[src/rtl/pir_pkg.sv]
package pir_pkg;
   localparam int FIELD_W = 8;
   localparam int REG_W   = 32;
   localparam int EN_BIT  = 7;
   localparam logic [FIELD_W-1:0] NO_IRQ = 8'hFF;

   typedef enum logic [1:0] {
      A_CTRL = 2'd0,
      A_DIR  = 2'd1,
      A_TBL  = 2'd2,
      A_RSV  = 2'd3
   } pir_addr_e;
endpackage

[src/rtl/pir_regs.sv]
module pir_regs
   import pir_pkg::*;
#(
   parameter int NUM_PINS = 16,
   parameter int NUM_CH   = 4
) (
   input  logic                clk,
   input  logic                rst_n,
   input  logic                wr_en,
   input  logic [1:0]          wr_addr,
   input  logic [REG_W-1:0]    wr_data,
   input  logic [1:0]          rd_addr,
   output logic [REG_W-1:0]    rd_data,
   output logic [REG_W-1:0]    ctrl_o,
   output logic [NUM_PINS-1:0] dir_o,
   output logic [REG_W-1:0]    tbl_o
);
   logic [REG_W-1:0]    ctrl_q, tbl_q;
   logic [NUM_PINS-1:0] dir_q;

   always_ff @(posedge clk or negedge rst_n) begin
      if (!rst_n) begin
         ctrl_q <= '0;
         dir_q  <= '0;
         tbl_q  <= {(REG_W/FIELD_W){NO_IRQ}};
      end else if (wr_en) begin
         case (pir_addr_e'(wr_addr))
            A_CTRL:  ctrl_q <= wr_data;
            A_DIR:   dir_q  <= wr_data[NUM_PINS-1:0];
            A_TBL:   tbl_q  <= wr_data;
            default: ;
         endcase
      end
   end

   always_comb begin
      case (pir_addr_e'(rd_addr))
         A_CTRL:  rd_data = ctrl_q;
         A_DIR:   rd_data = REG_W'(dir_q);
         A_TBL:   rd_data = tbl_q;
         default: rd_data = '0;
      endcase
   end

   assign ctrl_o = ctrl_q;
   assign dir_o  = dir_q;
   assign tbl_o  = tbl_q;

   // a write to the reserved word leaves the control word alone
   a_r10_rsv_no_effect: assert property (@(posedge clk) disable iff (!rst_n)
      (wr_en && wr_addr == 2'd3) |=> $stable(ctrl_q));
endmodule

[src/rtl/pir_channel.sv]
module pir_channel #(
   parameter int NUM_PINS = 16,
   localparam int IDX_W   = $clog2(NUM_PINS)
) (
   input  logic                clk,
   input  logic                rst_n,
   input  logic                en_i,
   input  logic [IDX_W-1:0]    sel_i,
   input  logic [NUM_PINS-1:0] pin_vec,
   input  logic [NUM_PINS-1:0] dir_vec,
   output logic                req_o
);
   logic pin_lvl, pin_out, req_q;

   assign pin_lvl = pin_vec[sel_i];
   assign pin_out = dir_vec[sel_i];

   always_ff @(posedge clk or negedge rst_n) begin
      if (!rst_n) req_q <= 1'b0;
      else        req_q <= en_i & ~pin_out & ~pin_lvl;
   end

   assign req_o = req_q;

   // a request only follows an enabled cycle
   a_r4_needs_enable: assert property (@(posedge clk) disable iff (!rst_n)
      req_q |-> $past(en_i));
   // a request only follows a low level on the selected pin
   a_r3_level_low: assert property (@(posedge clk) disable iff (!rst_n)
      req_q |-> $past(!pin_lvl));
   // a pin driven outward never raises a request
   a_r5_output_pin: assert property (@(posedge clk) disable iff (!rst_n)
      req_q |-> $past(!pin_out));
   // a selected input held low while enabled raises the request
   a_r3_raise: assert property (@(posedge clk) disable iff (!rst_n)
      (en_i && !pin_out && !pin_lvl) |=> req_q);
endmodule

[src/rtl/pir_swizzle.sv]
module pir_swizzle
   import pir_pkg::*;
#(
   parameter int NUM_CH   = 4,
   parameter int IRQ_BASE = 4,
   parameter int SLOT_W   = 5,
   localparam int CH_W    = $clog2(NUM_CH)
) (
   input  logic [REG_W-1:0]   tbl_i,
   input  logic [SLOT_W-1:0]  slot_i,
   input  logic [FIELD_W-1:0] pin_i,
   output logic [FIELD_W-1:0] irq_o,
   output logic               hit_o,
   output logic [CH_W-1:0]    ch_o
);
   logic               pin_ok;
   logic [CH_W-1:0]    idx;
   logic [FIELD_W-1:0] rel;
   logic               unused_slot_hi;

   assign unused_slot_hi = ^slot_i[SLOT_W-1:CH_W];
   assign pin_ok = (pin_i >= FIELD_W'(1)) && (pin_i <= FIELD_W'(NUM_CH));
   assign idx    = pin_i[CH_W-1:0] - CH_W'(1) + slot_i[CH_W-1:0];
   assign irq_o  = pin_ok ? tbl_i[idx*FIELD_W +: FIELD_W] : '0;
   assign rel    = irq_o - FIELD_W'(IRQ_BASE);
   assign hit_o  = (irq_o >= FIELD_W'(IRQ_BASE)) && (rel < FIELD_W'(NUM_CH));
   assign ch_o   = rel[CH_W-1:0];
endmodule

[src/rtl/pci_irq_router.sv]
module pci_irq_router
   import pir_pkg::*;
#(
   parameter int NUM_PINS = 16,
   parameter int NUM_CH   = 4,
   parameter int IRQ_BASE = 4,
   parameter int SLOT_W   = 5,
   localparam int IDX_W   = $clog2(NUM_PINS),
   localparam int CH_W    = $clog2(NUM_CH)
) (
   input  logic                clk,
   input  logic                rst_n,
   input  logic                wr_en,
   input  logic [1:0]          wr_addr,
   input  logic [31:0]         wr_data,
   input  logic [1:0]          rd_addr,
   output logic [31:0]         rd_data,
   input  logic [NUM_PINS-1:0] pin_in,
   output logic [NUM_PINS-1:0] pin_dir,
   output logic [NUM_CH-1:0]   irq_req,
   input  logic [SLOT_W-1:0]   lk_slot,
   input  logic [7:0]          lk_pin,
   output logic [7:0]          lk_irq,
   output logic                lk_hit,
   output logic [CH_W-1:0]     lk_ch
);
   generate
      if (NUM_CH * FIELD_W != REG_W)
         $error("channel fields must fill the control word exactly");
      if (NUM_PINS < 2 || NUM_PINS > (1 << (FIELD_W-1)) || NUM_PINS > REG_W)
         $error("pin count does not fit the index field");
      if ((1 << IDX_W) != NUM_PINS)
         $error("pin count must be a power of two");
      if (SLOT_W < CH_W || IRQ_BASE + NUM_CH > 255)
         $error("slot width or interrupt base out of range");
   endgenerate

   logic [REG_W-1:0]    ctrl_w, tbl_w;
   logic [NUM_PINS-1:0] dir_w;

   pir_regs #(.NUM_PINS(NUM_PINS), .NUM_CH(NUM_CH)) u_regs (
      .clk(clk), .rst_n(rst_n),
      .wr_en(wr_en), .wr_addr(wr_addr), .wr_data(wr_data),
      .rd_addr(rd_addr), .rd_data(rd_data),
      .ctrl_o(ctrl_w), .dir_o(dir_w), .tbl_o(tbl_w)
   );

   for (genvar c = 0; c < NUM_CH; c++) begin : g_ch
      pir_channel #(.NUM_PINS(NUM_PINS)) u_ch (
         .clk(clk), .rst_n(rst_n),
         .en_i(ctrl_w[c*FIELD_W + EN_BIT]),
         .sel_i(ctrl_w[c*FIELD_W +: IDX_W]),
         .pin_vec(pin_in), .dir_vec(dir_w),
         .req_o(irq_req[c])
      );
   end

   pir_swizzle #(.NUM_CH(NUM_CH), .IRQ_BASE(IRQ_BASE), .SLOT_W(SLOT_W)) u_swz (
      .tbl_i(tbl_w), .slot_i(lk_slot), .pin_i(lk_pin),
      .irq_o(lk_irq), .hit_o(lk_hit), .ch_o(lk_ch)
   );

   assign pin_dir = dir_w;

   // invalid pin values give no assignment
   a_r8_bad_pin: assert property (@(posedge clk) disable iff (!rst_n)
      (lk_pin == 8'd0 || lk_pin > 8'd4) |-> (lk_irq == 8'd0 && !lk_hit));
   // a hit always carries a channel-range interrupt number
   a_r9_hit_range: assert property (@(posedge clk) disable iff (!rst_n)
      lk_hit |-> (lk_irq == 8'(IRQ_BASE) + 8'(lk_ch)));
   // requests start cleared
   a_r1_reset_quiet: assert property (@(posedge clk) disable iff (!rst_n)
      $rose(rst_n) |-> irq_req == '0);
endmodule

[config.mk]
export PLATFORM = sky130hd
export DESIGN_NAME = pci_irq_router
export DESIGN_NICKNAME = d
export VERILOG_FILES = /design/src/rtl/pir_pkg.sv /design/src/rtl/pir_regs.sv /design/src/rtl/pir_channel.sv /design/src/rtl/pir_swizzle.sv /design/src/rtl/pci_irq_router.sv
export SDC_FILE = /design/constraint.sdc
export NUM_CORES = 1
export LEC_CHECK = 0
export ABC_AREA = 1
export ABC_CLOCK_PERIOD_IN_PS = 2850
export BUFFER_PORTS_ARGS = -buffer_cell sky130_fd_sc_hd__buf_2
export CORE_ASPECT_RATIO = 1.75
export CORE_MARGIN = 1.5
export CORE_UTILIZATION = 59
export CTS_CLUSTER_SIZE = 10
export DETAILED_ROUTE_END_ITERATION = 6
export PLACE_DENSITY_LB_ADDON = 0.05
export SETUP_SLACK_MARGIN = 0.2
export SLEW_MARGIN = 20
export SYNTH_ARGS = -nofsm -noshare
export SYNTH_HDL_FRONTEND = slang
export SYNTH_HIERARCHICAL = 1
export SYNTH_SLANG_ARGS = --single-unit
[constraint.sdc]
create_clock -name clk -period 2.85 [get_ports clk]
set_input_delay 0.1425 -clock clk [delete_from_list [all_inputs] [get_ports clk]]
set_output_delay 0.1425 -clock clk [all_outputs]
set_load 0.02 [all_outputs]
==> out/metrics.cfg <==
[timing]
setup_viol = 0
fin_skew_ns = 0.00621
tns_ns = 0
max_freq_ghz = 0.458
grt_setup_unrepaired = false
max_slew.worst_pin.slew_ns = 0.886
whs_ns = 0.0381
post-route-period-util_pct = 76.6
hold_violations = 0
slew_headroom_pct = 40.8
slew_violations = 0
period_needed_ns = 2.18

[clock_tree]
postCtsHoldBufs = 0
cts-root-buf = clkbuf_16
post_cts_buffers = 0
cts-buffers-inserted = 9
cts_buffer_depth = 2
clk_latency_ns = 0.34
htreeDepth = 3
cts_tree = built
cts_sinks = 84
cts_resized = 0
path_clk_slew_ns = 0.06

[layout]
layout-drive-gt1-share_pct = 23.6
register_area_um2 = 2140
antennaDiodeCount = 0
fin_nets = 947
nFillCells = 787
multi_input_area_um2 = 2800
area_growth_pct = 14.9

[synthesis]
synthTopCellsByArea = dfrtp_1 (24%), nand2_1 (21%), dfstp_2 (15%), nand3_1 (12%), nand4_1 (5.5%)
syn_area_um2 = 5430
syn_inst = 781
synth_nets = 850
synth_top_area_share_pct = 24.0
seq_area_frac_synth_pct = 39.5
syn_area_per_cell_um2 = 6.95
ys_warn_count = 6
synth_seq_cells = 84
synth_cell_types = 28
yosysTopAreaCell = dfrtp_1

[global_route]
globalRouteOverflowTotal = 0
grt_usage_pct = 40.0
grt_pass1_vias = 5716
grt_max_degree = 85
antenna_found_initial = 0
grt_pass1_wl_um = 29000

[floorplanning]
coreArea_um2 = 8980
initial_core_util_pct = 60.5
rows = 46
dieArea_um2 = 9810
die_w_um = 75.5
die_y_um = 130
ios = 131

[job]
maxCapViolCount = 0

[outcome]
status = completed

[place]
dp_hpwl_um = 13000
port_buffers = 127
gp_congestion = 0.914

[route]
routedWlPerCell_um = 18.9
num_vias = 6168
drt-pass1-iter-count = 6
wl_um = 19000
ant_nets = 0
drc = 0
drtIter0Drc = 752
viasPerCell = 6.15

[worst_setup_path]
worst-path-max-fanout = 17
start_kind = primary input
required_ns = 2.71
path_class = primary input to output port
endpoint_kind = output port
crit_arrival_ns = 2.04

[worst_hold_path]
hold_class = primary input to flop

[power]
ir_drop_mv = 0.494
leakagePower_uw = 0.00339
power.density_nw_per_um2 = 632

registers in the layout, summed over array words and instances (netlist names):
name,flops
u_regs/ctrl_o,32
u_regs/dir_o,16
u_regs/tbl_o,32
g_ch.u_ch/req_o,4
stage by stage:
stage	cells	power (uW)	area (um2)	utilization [%]	setup slack (ns)
2_1_floorplan	781	2360	5430	-	1.12
3_3_place_gp	986	2760	5940	66.1	0.676
3_5_place_dp	986	2790	5940	66.1	0.633
4_1_cts	1002	3920	6220	69.3	0.767
5_1_grt	1003	4130	6240	69.5	0.584
6_report	1003	3950	6240	69.5	0.667
path summary, 6_finish.rpt:
check | from | slack [ns] | end | cells past startpoint
worst max-delay path | lk_pin[0] | 0.67 | lk_hit | 11
worst min-delay path | wr_data[16] | 0.04 | u_regs/tbl_o[16] | 3
worst max register to register | u_regs/ctrl_o[16] | 1.36 | g_ch[2].u_ch/req_o | 8
worst min register to register | u_regs/ctrl_o[4] | 0.47 | u_regs/ctrl_o[4] | 2
max in group asynchronous | rst_n | 1.87 | u_regs/ctrl_o[31] | 2
min in group asynchronous | rst_n | 0.42 | u_regs/ctrl_o[7] | 2
critical path, cell delays in order:
cell	delay (ns)
buf_2	0.08
inv_1	0.06
ha_1	0.54
o21ai_0	0.55
nand3_1	0.15
nand2_1	0.10
nor2_2	0.04
nor2_1	0.08
nand2_1	0.07
nor2_2	0.07
buf_2	0.16
layer usage:
layer,share of wire (%),global-route usage (%),wire [um],vias up
met5,0,0,0,-
met4,7.3,28.3,1390,0
met3,8.5,7.26,1610,82
met2,50,64.6,9460,450
met1,34,46.5,6520,2860
li1,-,-,-,2776
cell usage after synthesis:
cell      count
nand2_1     306
nand3_1     129
dfrtp_1      52
nand4_1      48
o21ai_0      48
inv_1        35
dfstp_2      32
buf_2        30
nor2_1       28
buf_6        10
inv_2         9
a21oi_1       7
buf_4         7
o21ai_1       7
nand3b_1      6
nor2_2        6
nand3_4       4
nand2_2       3
nor2_4        3
a21boi_0      2
nand3_2       2
a21boi_1      1
a31oi_1       1
clkinv_1      1
ha_1          1
inv_4         1
nand2_4       1
o21a_1        1
placed cells by master (no fill, tap or decap):
master	Yosys	routed
nand2_1	306	306
nand3_1	129	129
buf_2	30	126
dfrtp_1	52	52
o21ai_0	48	48
nand4_1	48	48
inv_1	35	35
dfstp_2	32	32
nor2_1	28	28
clkbuf_16	0	9
inv_2	9	9
a21oi_1	7	7
o21ai_1	7	7
nor2_2	6	6
nand3b_1	6	6
buf_4	7	5
nand3_4	4	4
nor2_4	3	3
nand2_2	3	3
clkbuf_8	0	2
inv_6	0	2
nand3_2	2	2
a21boi_0	2	2
clkbuf_1	0	1
clkinv_2	0	1
clkinvlp_4	0	1
dlygate4sd3_1	0	1
buf_6	10	1
inv_4	1	1
nand2_4	1	1
a21boi_1	1	1
a31oi_1	1	1
o21a_1	1	1
clkinv_1	1	1
ha_1	1	1
power breakdown:
group	total [uW]	internal, uW	switching (uW)	leakage, uW
logic	1100	363	739	0.00226
clock network	1120	643	475	0.000140
registers	1730	1440	285	0.000987
final cells by class:
class                   instances  share of cell area (%)
multi-input cells             604                    44.8
inverters                      46                    2.81
flip-flops and latches         84                    34.3
clock buffers                  12                    4.11
well taps                     120                    2.41
clock inverters                 4                   0.481
repair buffers                133                    11.1
cell families (layout without fill, tap and decap cells):
logic type | after synthesis | after routing | synth area share [%]
AOI/OAI and AO/OA | 67 | 67 | 6.39
adders and majority gates | 1 | 1 | 0.230
buffers and inverters | 93 | 195 | 9.04
DFF | 84 | 84 | 39.5
and+or+nand+nor | 536 | 536 | 44.9
No activity file was read; power rests on OpenSTA's default activity.
